## src/rtl/cmod_pkg.sv

```systemverilog
package cmod_pkg;

  // width of each parameter-register field (degree, nominal period)
  localparam int unsigned FLD_W  = 4;
  localparam int unsigned PARM_W = 2 * FLD_W;
  // step index and period widths: 4*(2^FLD_W-1) and 2*(2^FLD_W) both fit
  localparam int unsigned STEP_W = FLD_W + 2;
  localparam int unsigned PER_W  = FLD_W + 2;
  // control register bit positions
  localparam int unsigned CB_PWR = 0;
  localparam int unsigned CB_EN  = 1;
  localparam int unsigned CB_RUN = 3;
  localparam int unsigned CB_ONE = 4;

  function automatic int unsigned eff_nom(input int unsigned field);
    return (field < 2) ? 2 : field;
  endfunction

  function automatic int unsigned eff_deg(input int unsigned dfield, input int unsigned nom);
    return (dfield > nom - 1) ? nom - 1 : dfield;
  endfunction

  function automatic int unsigned prof_len(input int unsigned deg);
    return (deg == 0) ? 1 : 4 * deg;
  endfunction

  // triangular period offset for step s of a profile of degree d
  function automatic int tri_delta(input int s, input int d);
    if (s <= d) return s;
    if (s <= 3 * d) return 2 * d - s;
    return s - 4 * d;
  endfunction

  function automatic int unsigned step_period(input int unsigned nom, input int unsigned deg,
                                              input int unsigned s);
    return int'(nom) + tri_delta(int'(s), int'(deg));
  endfunction

endpackage

```

## src/rtl/cmod_ctrl_regs.sv

```systemverilog
module cmod_ctrl_regs
  import cmod_pkg::*;
(
  input  logic              clk,
  input  logic              rst_n,
  input  logic              ctrl_we,
  input  logic [1:0]        ctrl_bits,
  input  logic              parm_we,
  input  logic [PARM_W-1:0] parm_wdata,
  input  logic              run,
  output logic              pwr,
  output logic              en,
  output logic              pwr_rise,
  output logic [PARM_W-1:0] parm,
  output logic              loaded
);
  logic pwr_clr_blocked;
  logic parm_take;

  // a request to power down while running is refused
  assign pwr_clr_blocked = ctrl_we & ~ctrl_bits[CB_PWR] & run;
  assign pwr_rise        = ctrl_we & ctrl_bits[CB_PWR] & ~pwr;
  assign parm_take       = parm_we & ~run;

  always_ff @(posedge clk) begin
    if (!rst_n) begin
      pwr    <= 1'b0;
      en     <= 1'b0;
      parm   <= '0;
      loaded <= 1'b0;
    end else begin
      if (ctrl_we) begin
        pwr <= ctrl_bits[CB_PWR] | pwr_clr_blocked;
        en  <= ctrl_bits[CB_EN];
      end
      if (parm_take) begin
        parm   <= parm_wdata;
        loaded <= 1'b1;
      end
    end
  end
endmodule

```

## src/rtl/cmod_startup_timer.sv

```systemverilog
module cmod_startup_timer #(
  parameter int unsigned STARTUP_CYC = 300
) (
  input  logic clk,
  input  logic rst_n,
  input  logic pwr,
  input  logic pwr_rise,
  output logic ready
);
  localparam int unsigned CNT_W = (STARTUP_CYC < 1) ? 1 : $clog2(STARTUP_CYC + 1);

  logic [CNT_W-1:0] cnt_q;
  logic             cnt_zero;

  assign cnt_zero = (cnt_q == '0);
  assign ready    = pwr & cnt_zero;

  always_ff @(posedge clk) begin
    if (!rst_n) begin
      cnt_q <= '0;
    end else if (pwr_rise) begin
      cnt_q <= CNT_W'(STARTUP_CYC);
    end else if (!pwr) begin
      cnt_q <= '0;
    end else if (!cnt_zero) begin
      cnt_q <= cnt_q - CNT_W'(1);
    end
  end
endmodule

```

## src/rtl/cmod_profile_gen.sv

```systemverilog
module cmod_profile_gen
  import cmod_pkg::*;
(
  input  logic              clk,
  input  logic              rst_n,
  input  logic              go_ok,
  input  logic              en,
  input  logic [PARM_W-1:0] parm,
  output logic              run,
  output logic              tick,
  output logic              last_step
);
  logic [PER_W-1:0]  nom_v;
  logic [STEP_W-1:0] deg_v;
  logic [STEP_W-1:0] len_v;
  logic [STEP_W-1:0] step_q;
  logic [STEP_W-1:0] step_nxt;
  logic [PER_W-1:0]  pc_q;
  logic [PER_W-1:0]  per_first;
  logic [PER_W-1:0]  per_nxt;
  logic              start;
  logic              stop_now;

  always_comb begin
    nom_v     = PER_W'(eff_nom(int'(parm[PARM_W-1:FLD_W])));
    deg_v     = STEP_W'(eff_deg(int'(parm[FLD_W-1:0]), int'(nom_v)));
    len_v     = STEP_W'(prof_len(int'(deg_v)));
    last_step = (step_q == len_v - STEP_W'(1));
    step_nxt  = last_step ? '0 : step_q + STEP_W'(1);
    per_first = PER_W'(step_period(int'(nom_v), int'(deg_v), 0) - 1);
    per_nxt   = PER_W'(step_period(int'(nom_v), int'(deg_v), int'(step_nxt)) - 1);
  end

  assign tick     = run & (pc_q == '0);
  assign start    = ~run & en & go_ok;
  assign stop_now = tick & last_step & ~en;

  always_ff @(posedge clk) begin
    if (!rst_n) begin
      run    <= 1'b0;
      step_q <= '0;
      pc_q   <= '0;
    end else if (start) begin
      run    <= 1'b1;
      step_q <= '0;
      pc_q   <= per_first;
    end else if (stop_now) begin
      run    <= 1'b0;
      step_q <= '0;
      pc_q   <= '0;
    end else if (tick) begin
      step_q <= step_nxt;
      pc_q   <= per_nxt;
    end else if (run) begin
      pc_q   <= pc_q - PER_W'(1);
    end
  end
endmodule

```

## src/rtl/cmod_seq_top.sv

```systemverilog
module cmod_seq_top
  import cmod_pkg::*;
#(
  parameter int unsigned STARTUP_CYC = 300
) (
  input  logic              clk,
  input  logic              rst_n,
  input  logic              ctrl_we,
  input  logic [7:0]        ctrl_wdata,
  output logic [7:0]        ctrl_rdata,
  input  logic              parm_we,
  input  logic [PARM_W-1:0] parm_wdata,
  output logic [PARM_W-1:0] parm_rdata,
  input  logic              pll_locked,
  output logic              mod_run,
  output logic              mod_tick
);
  logic              pwr;
  logic              mod_en;
  logic              pwr_rise;
  logic              loaded;
  logic              ready;
  logic              go_ok;
  logic              last_step;
  logic [PARM_W-1:0] parm;

  cmod_ctrl_regs u_regs (
    .clk        (clk),
    .rst_n      (rst_n),
    .ctrl_we    (ctrl_we),
    .ctrl_bits  (ctrl_wdata[1:0]),
    .parm_we    (parm_we),
    .parm_wdata (parm_wdata),
    .run        (mod_run),
    .pwr        (pwr),
    .en         (mod_en),
    .pwr_rise   (pwr_rise),
    .parm       (parm),
    .loaded     (loaded)
  );

  cmod_startup_timer #(.STARTUP_CYC(STARTUP_CYC)) u_timer (
    .clk      (clk),
    .rst_n    (rst_n),
    .pwr      (pwr),
    .pwr_rise (pwr_rise),
    .ready    (ready)
  );

  assign go_ok = ready & pll_locked & loaded;

  cmod_profile_gen u_prof (
    .clk       (clk),
    .rst_n     (rst_n),
    .go_ok     (go_ok),
    .en        (mod_en),
    .parm      (parm),
    .run       (mod_run),
    .tick      (mod_tick),
    .last_step (last_step)
  );

  always_comb begin
    ctrl_rdata         = '0;
    ctrl_rdata[CB_PWR] = pwr;
    ctrl_rdata[CB_EN]  = mod_en;
    ctrl_rdata[CB_RUN] = mod_run;
    ctrl_rdata[CB_ONE] = 1'b1;
  end

  assign parm_rdata = parm;
endmodule

```

## config.mk

```make
export PLATFORM = sky130hd
export DESIGN_NAME = cmod_seq_top
export DESIGN_NICKNAME = d
export VERILOG_FILES = /design/src/rtl/cmod_pkg.sv /design/src/rtl/cmod_ctrl_regs.sv /design/src/rtl/cmod_startup_timer.sv /design/src/rtl/cmod_profile_gen.sv /design/src/rtl/cmod_seq_top.sv
export SDC_FILE = /design/constraint.sdc
export NUM_CORES = 1
export LEC_CHECK = 0
export BUFFER_PORTS_ARGS = -buffer_cell sky130_fd_sc_hd__buf_2
export CELL_PAD_IN_SITES_DETAIL_PLACEMENT = 0
export CELL_PAD_IN_SITES_GLOBAL_PLACEMENT = 1
export CORE_UTILIZATION = 44
export CTS_CLUSTER_SIZE = 8
export DETAILED_ROUTE_END_ITERATION = 7
export HOLD_SLACK_MARGIN = 0.05
export PLACE_DENSITY_LB_ADDON = 0.1
export SKIP_LAST_GASP = 1
export SLEW_MARGIN = 15
export SYNTH_ARGS = -nofsm -noshare
export SYNTH_HDL_FRONTEND = slang
export SYNTH_HIERARCHICAL = 1
export SYNTH_SLANG_ARGS = --single-unit
```

## constraint.sdc

```tcl
create_clock -name clk -period 10.1 [get_ports clk]
set_input_delay 2.02 -clock clk [delete_from_list [all_inputs] [get_ports clk]]
set_output_delay 2.02 -clock clk [all_outputs]
set_load 0.01 [all_outputs]
```

Word level (Yosys, flattened, before mapping)
Index checks and enable logic that the tools add are counted.

Register bits: 33. Output and inout port bits: 18. Logic and storage cells: 71.

$add $sub $neg: 9. $mul: 1. Magnitude comparators: 4. Equality and inequality tests: 2. Mux-type cells: 20. Bitwise logic cells: 19. Reductions and logical operators: 7.

Operators with widths (count): 6-bit two-way mux (11); 4-bit by 32-bit > comparator with 1-bit output (1); 7-bit by 32-bit less-or-equal comparator with 1-bit output (1); 9-bit two-way mux (3); 6-bit by 1-bit subtractor with 6-bit output (second input constant) (3); 1-bit AND (13); 6-bit logical NOT (2); 6-bit subtractor (2); 9-bit logical NOT (1); 9-bit by 1-bit subtractor with 9-bit output (second input constant) (1); 2-bit by 6-bit multiplier with 8-bit output (first input constant) (1); 6-bit by 1-bit adder with 6-bit output (second input constant) (1); 6-bit adder (1); 6-bit == test (1); 6-bit less-or-equal comparator (1); 3-bit OR reduction (2); 1-bit two-way mux (5); 1-bit NOT (5); 4-bit by 1-bit subtractor with 5-bit output (second input constant) (1); 4-bit by 2-bit less-than comparator with 1-bit output (second input constant) (1); 4-bit two-way mux (1); 4-bit nonzero test (1); 3-bit != test (second input constant) (1); 2-bit nonzero test (1); 1-bit OR (1).

Depth between registers and ports, before layout
Depth in word-level cells: 20. Mapped depth: 44.

By module
Netlist, hierarchy kept.

Modules (own cells, without submodules): cmod_profile_gen (times used 1, cells an instance 307, area each 2299.7 um^2); cmod_ctrl_regs (times used 1, cells an instance 46, area each 456.7 um^2); cmod_startup_timer (times used 1, cells an instance 52, area each 434.2 um^2); cmod_seq_top (times used 1, cells an instance 11, area each 73.8 um^2).

Worst setup path before layout
Ideal clock, no wire load.

Path kind: flip-flop to flip-flop. Start point: reg u_regs.parm[6]. End point: reg u_prof.pc_q[5]. Library setup time: 0.079 ns. Arrival: 7.646 ns. Slack: 2.375 ns. Cell stages (with the launch flop): 42. Cell sequence: dfxtp_1 o31a_2 inv_1 ha_1 xnor2_1 ha_1 a21oi_1 a21oi_1 a211oi_2 nor2_1 o21ai_0 ha_1 nand2_1 and2_1 o22ai_1 nand2_1 nor4_4 and2_1 [... 6 more ...] a21o_1 a21oi_1 nor2_1 a31oi_2 nand3_1 nor2_1 a21oi_1 ha_1 inv_1 ha_1 inv_1 fa_1 inv_1 a21o_1 a21oi_1 xnor2_2 xor2_1 a211oi_2.

Word-level cells in the longest chain between the ends: 20.

Ends and longest elaborated chain: from (decl) (line cmod_ctrl_regs.sv:14) `output logic [PARM_W-1:0] parm,`; from (signal assigned) (line cmod_ctrl_regs.sv:37) `parm <= parm_wdata;`; 4-bit by 2-bit less-than comparator with 1-bit output (line cmod_pkg.sv:16) `return (field < 2) ? 2 : field;`; 4-bit two-way mux (*) (line cmod_pkg.sv:16); 4-bit by 1-bit subtractor with 5-bit output (*) (line cmod_pkg.sv:20) `return (dfield > nom - 1) ? nom - 1 : dfield;`; 4-bit by 32-bit > comparator with 1-bit output (line cmod_pkg.sv:20); 6-bit two-way mux (*) (line cmod_pkg.sv:20); 6-bit logical NOT (line cmod_pkg.sv:24) `return (deg == 0) ? 1 : 4 * deg;`; 6-bit two-way mux (*) (line cmod_pkg.sv:24); 6-bit by 1-bit subtractor with 6-bit output (*) (line cmod_profile_gen.sv:28) `last_step = (step_q == len_v - STEP_W'(1));`; [... 1 more ...]; via last_step (line cmod_seq_top.sv:24) `logic last_step;`; [... 1 more ...]; via u_prof.step_nxt[1] (line cmod_profile_gen.sv:17) `logic [STEP_W-1:0] step_nxt;`; [... 2 more ...]; 1-bit two-way mux or 6-bit two-way mux (tied branches) (line cmod_pkg.sv:30) `if (s <= 3 * d) return 2 * d - s;`; 6-bit two-way mux (line cmod_pkg.sv:31) `return s - 4 * d;`; 6-bit two-way mux (*) (line cmod_pkg.sv:30); 6-bit adder (*) (line cmod_pkg.sv:36) `return int'(nom) + tri_delta(int'(s), int'(deg));`; 6-bit by 1-bit subtractor with 6-bit output (*) (line cmod_profile_gen.sv:31) `per_nxt = PER_W'(step_period(int'(nom_v), int'(deg_v), int'(step_nxt)) - 1);`; 6-bit two-way mux (*) (line cmod_profile_gen.sv:51) `end else if (tick) begin`; 6-bit two-way mux (*) (line cmod_profile_gen.sv:47) `end else if (stop_now) begin`; 6-bit two-way mux (*) (line cmod_profile_gen.sv:43) `end else if (start) begin`; to (signal assigned) (line cmod_profile_gen.sv:46) `pc_q <= per_first;`; to (signal assigned) (line cmod_profile_gen.sv:53) `pc_q <= per_nxt;`; to (signal assigned) (line cmod_profile_gen.sv:55) `pc_q <= pc_q - PER_W'(1);`; to (decl) (line cmod_profile_gen.sv:18) `logic [PER_W-1:0] pc_q;`.

Mark *: on every way through the listed nets, which the timed path passes. The rest lies on a longest branch. The select of a mux whose other input is x is not followed. A chain may end at the register's enable or synchronous reset.

Worst setup path after layout
Start point: reg u_regs.parm[7]. End point: reg u_prof.pc_q[4].

The elaborated chain is that of the path after synthesis.

==> reports/qor.yml <==
wirelength_mm: 7.42
max_freq_mhz: 110
slowest_stage: "dfxtp_1"
cp-end-kind: "flip-flop"
final_cell_mix: "nand2_1 (54), a21oi_1 (46), ha_1 (39)"
drc_errors: 0
regArea_um2: 661
rsz0062_at_grt: "false"
dieArea_um2: 7770
fin_setup_tns_ns: 0
yosys.area.top_type: "dfxtp_1"
drv_cap: 0
cts_tree: "built"
wl_per_cell_um: 13.7
cp_max_fo: 8
nFillCells: 765
worstRegToRegCells: 42
cp.arrival_ns: 9.29
ys.flop_type: "dfxtp_1"
dieWidth_um: 88.1
utilization_pct: 48.8
hold_path.class: "flip-flop to flip-flop"
ys_seq_area_share_pct: 20.2
min_period_ns: 9.10
intPower_uw: 308
insertedDiodeCount: 0
skew_ns: 0.00437
r2r_slack_ns: 1.0
ys_async_sr_fraction_pct: 0
grt_pass1_wl_mm: 12.0
power.leakage_nw: 1.62
drv_slew: 0
slew_headroom_pct: 50.3
finalHoldViolCount: 0
grt_use_total_pct: 19.9
crit_buf_inv: 4
worst_slack_ns: 0.996
area_delta_synth_final_pct: 7.93
drive_above_1_share_pct: 13.8
combinationalPowerShare_pct: 54.3
rr_startpoint: "u_regs/parm[7]"
startpoint: "u_regs/parm[7]"
outcome: "complete, no violations"
cts_resized: 0
startpoint_type: "flip-flop"
worstReg2RegEnd: "u_prof/pc_q[4]"
worst_pin_slew_ns: 0.745
syn-mean-instance-area_um2: 7.85
nets: 505
path_delay_family: "compound AO/OA/AOI/OAI gates"
layout_commonest_cell: "nand2_1"
path_common_cell: "ha_1"
multiInputGateArea_um2: 2360
io_pins: 39
path_class: "flip-flop to flip-flop"
synthesis.area_um2: 3260
cts-root-buf: "clkbuf_8"
die-height_um: 88.1
worst_ep_required_time_ns: 10.28
netlist_instances: 416
gp_congestion: 0.818
path_depth: 42
grt_max_degree: 31
clock_latency_ns: 0.28
row_count: 31
cts_hold_buffers: 0
power.switching_uw: 218
first_iter_violations: 152
switching_share_pct: 41.5
cts_sinks: 33
preCtsSetupSlack_ns: 1.03
port_buffers: 27
yosys_warnings: 6
grt-ovfl-total: 0
numCtsBuffers: 5
post_cts_buffers: 0
ys_types: 65
initial_core_util_pct: 45.2
placeableCoreArea_um2: 7210
synth_edf_count: 0
crit_end: "u_prof/pc_q[4]"
ant_nets: 0
clkTransAtPathRegs_ns: 0.07
max_stage_delay_ns: 0.52
drt-pass1-iter-count: 4
seqPwrFrac_pct: 27.0
hpwl_mm: 5.89
dr_total_vias: 2826
synth.top_cell.area_share_pct: 20.2
antenna_found_initial: 0
htree_levels: 2
ys_ff_latch: 33
ys_top_cells_by_area: "dfxtp_1 (20%), ha_1 (15%), a21oi_1 (7.1%)"
power_density_nw_per_um2: 149
peakVddDrop_uv: 56.0
setup_viol: 0
grt_pass1_vias: 2495
clockBufferDepth: 2
viasPerCell: 5.22
min_period_over_period_pct: 90.1
power.share.clock_pct: 18.7
-- metrics by stage --
stage	hold slack [ns]	std cells	cell area [µm²]	total power [mW]
floorplan	0.433	420	3280	0.377
global placement	0.442	533	3440	0.427
detailed placement	0.448	533	3440	0.432
CTS	0.465	541	3520	0.532
global route	0.499	541	3520	0.572
finish	0.461	541	3520	0.526
-- power groups by stage --
stage	clock network, mW	registers (mW)	logic, mW
6_report	0.0986	0.142	0.286
5_1_grt	0.107	0.143	0.322
4_1_cts	0.101	0.142	0.288
3_5_place_dp	0	0.145	0.287
3_3_place_gp	0	0.145	0.282
2_1_floorplan	0	0.144	0.233
-- flip-flops by register name (all words and copies together), names as in the netlist --
signal and cells:
u_prof/pc_q 6, u_prof/run 1, u_prof/step_q 6, u_regs/en 1, u_regs/loaded 1, u_regs/parm 8, u_regs/pwr 1, u_timer/cnt_q 9
-- area by class of cell --
class / count / share of cell area (%)
Multi-Input combinational cell: 334 / 67.0
Sequential cell: 33 / 18.8
Tap cell: 99 / 3.52
Timing Repair Buffer: 29 / 4.26
Inverter: 38 / 4.05
Clock inverter: 3 / 0.497
Clock buffer: 5 / 1.95
-- layer usage --
layer / vias to the layer above / GRT usage [%] / wire length [µm]
met5: - / 0 / 0
li1: 1484 / - / -
met1: 1307 / 28.9 / 3920
met3: 2 / 3.11 / 239
met4: 0 / 3.08 / 23
met2: 33 / 31.6 / 3240
-- logic make-up (layout without fill, tap and decap cells) --
logic type / after synthesis / after routing / synth area share [%]
AO/OA/AOI/OAI: 106 / 106 / 22.5
XOR/XNOR: 22 / 22 / 6.13
adder cells (fa/ha/maj): 43 / 43 / 17.4
buffers and inverters: 53 / 75 / 7.93
flip-flops: 33 / 33 / 20.2
multiplexers: 12 / 12 / 3.79
other: 4 / 8 / 0.460
AND/OR/NAND/NOR: 143 / 143 / 21.5
-- cell usage after synthesis (all sizes together) (5+ instances only) --
cell,count
ha,39
a211oi,5
buf,12
o21ai,10
xnor2,10
nor2b,6
or3,5
nor2,34
a31oi,5
xor2,12
a21o,11
dfxtp,33
o31ai,6
a21oi,48
nand3,8
mux2i,12
nand2,54
and2,8
inv,37
-- worst min path at each step --
stage / from / end / slack [ns] / cells after the start
detailed placement: u_regs/loaded / u_regs/loaded / 0.45 / 1
CTS: u_regs/loaded / u_regs/loaded / 0.47 / 1
finish: u_regs/loaded / u_regs/loaded / 0.46 / 1
global route: u_regs/loaded / u_regs/loaded / 0.50 / 1
floorplan: u_regs/loaded / u_regs/loaded / 0.43 / 1
global placement: u_regs/loaded / u_regs/loaded / 0.44 / 1
Power figures use the tool's default switching activity.
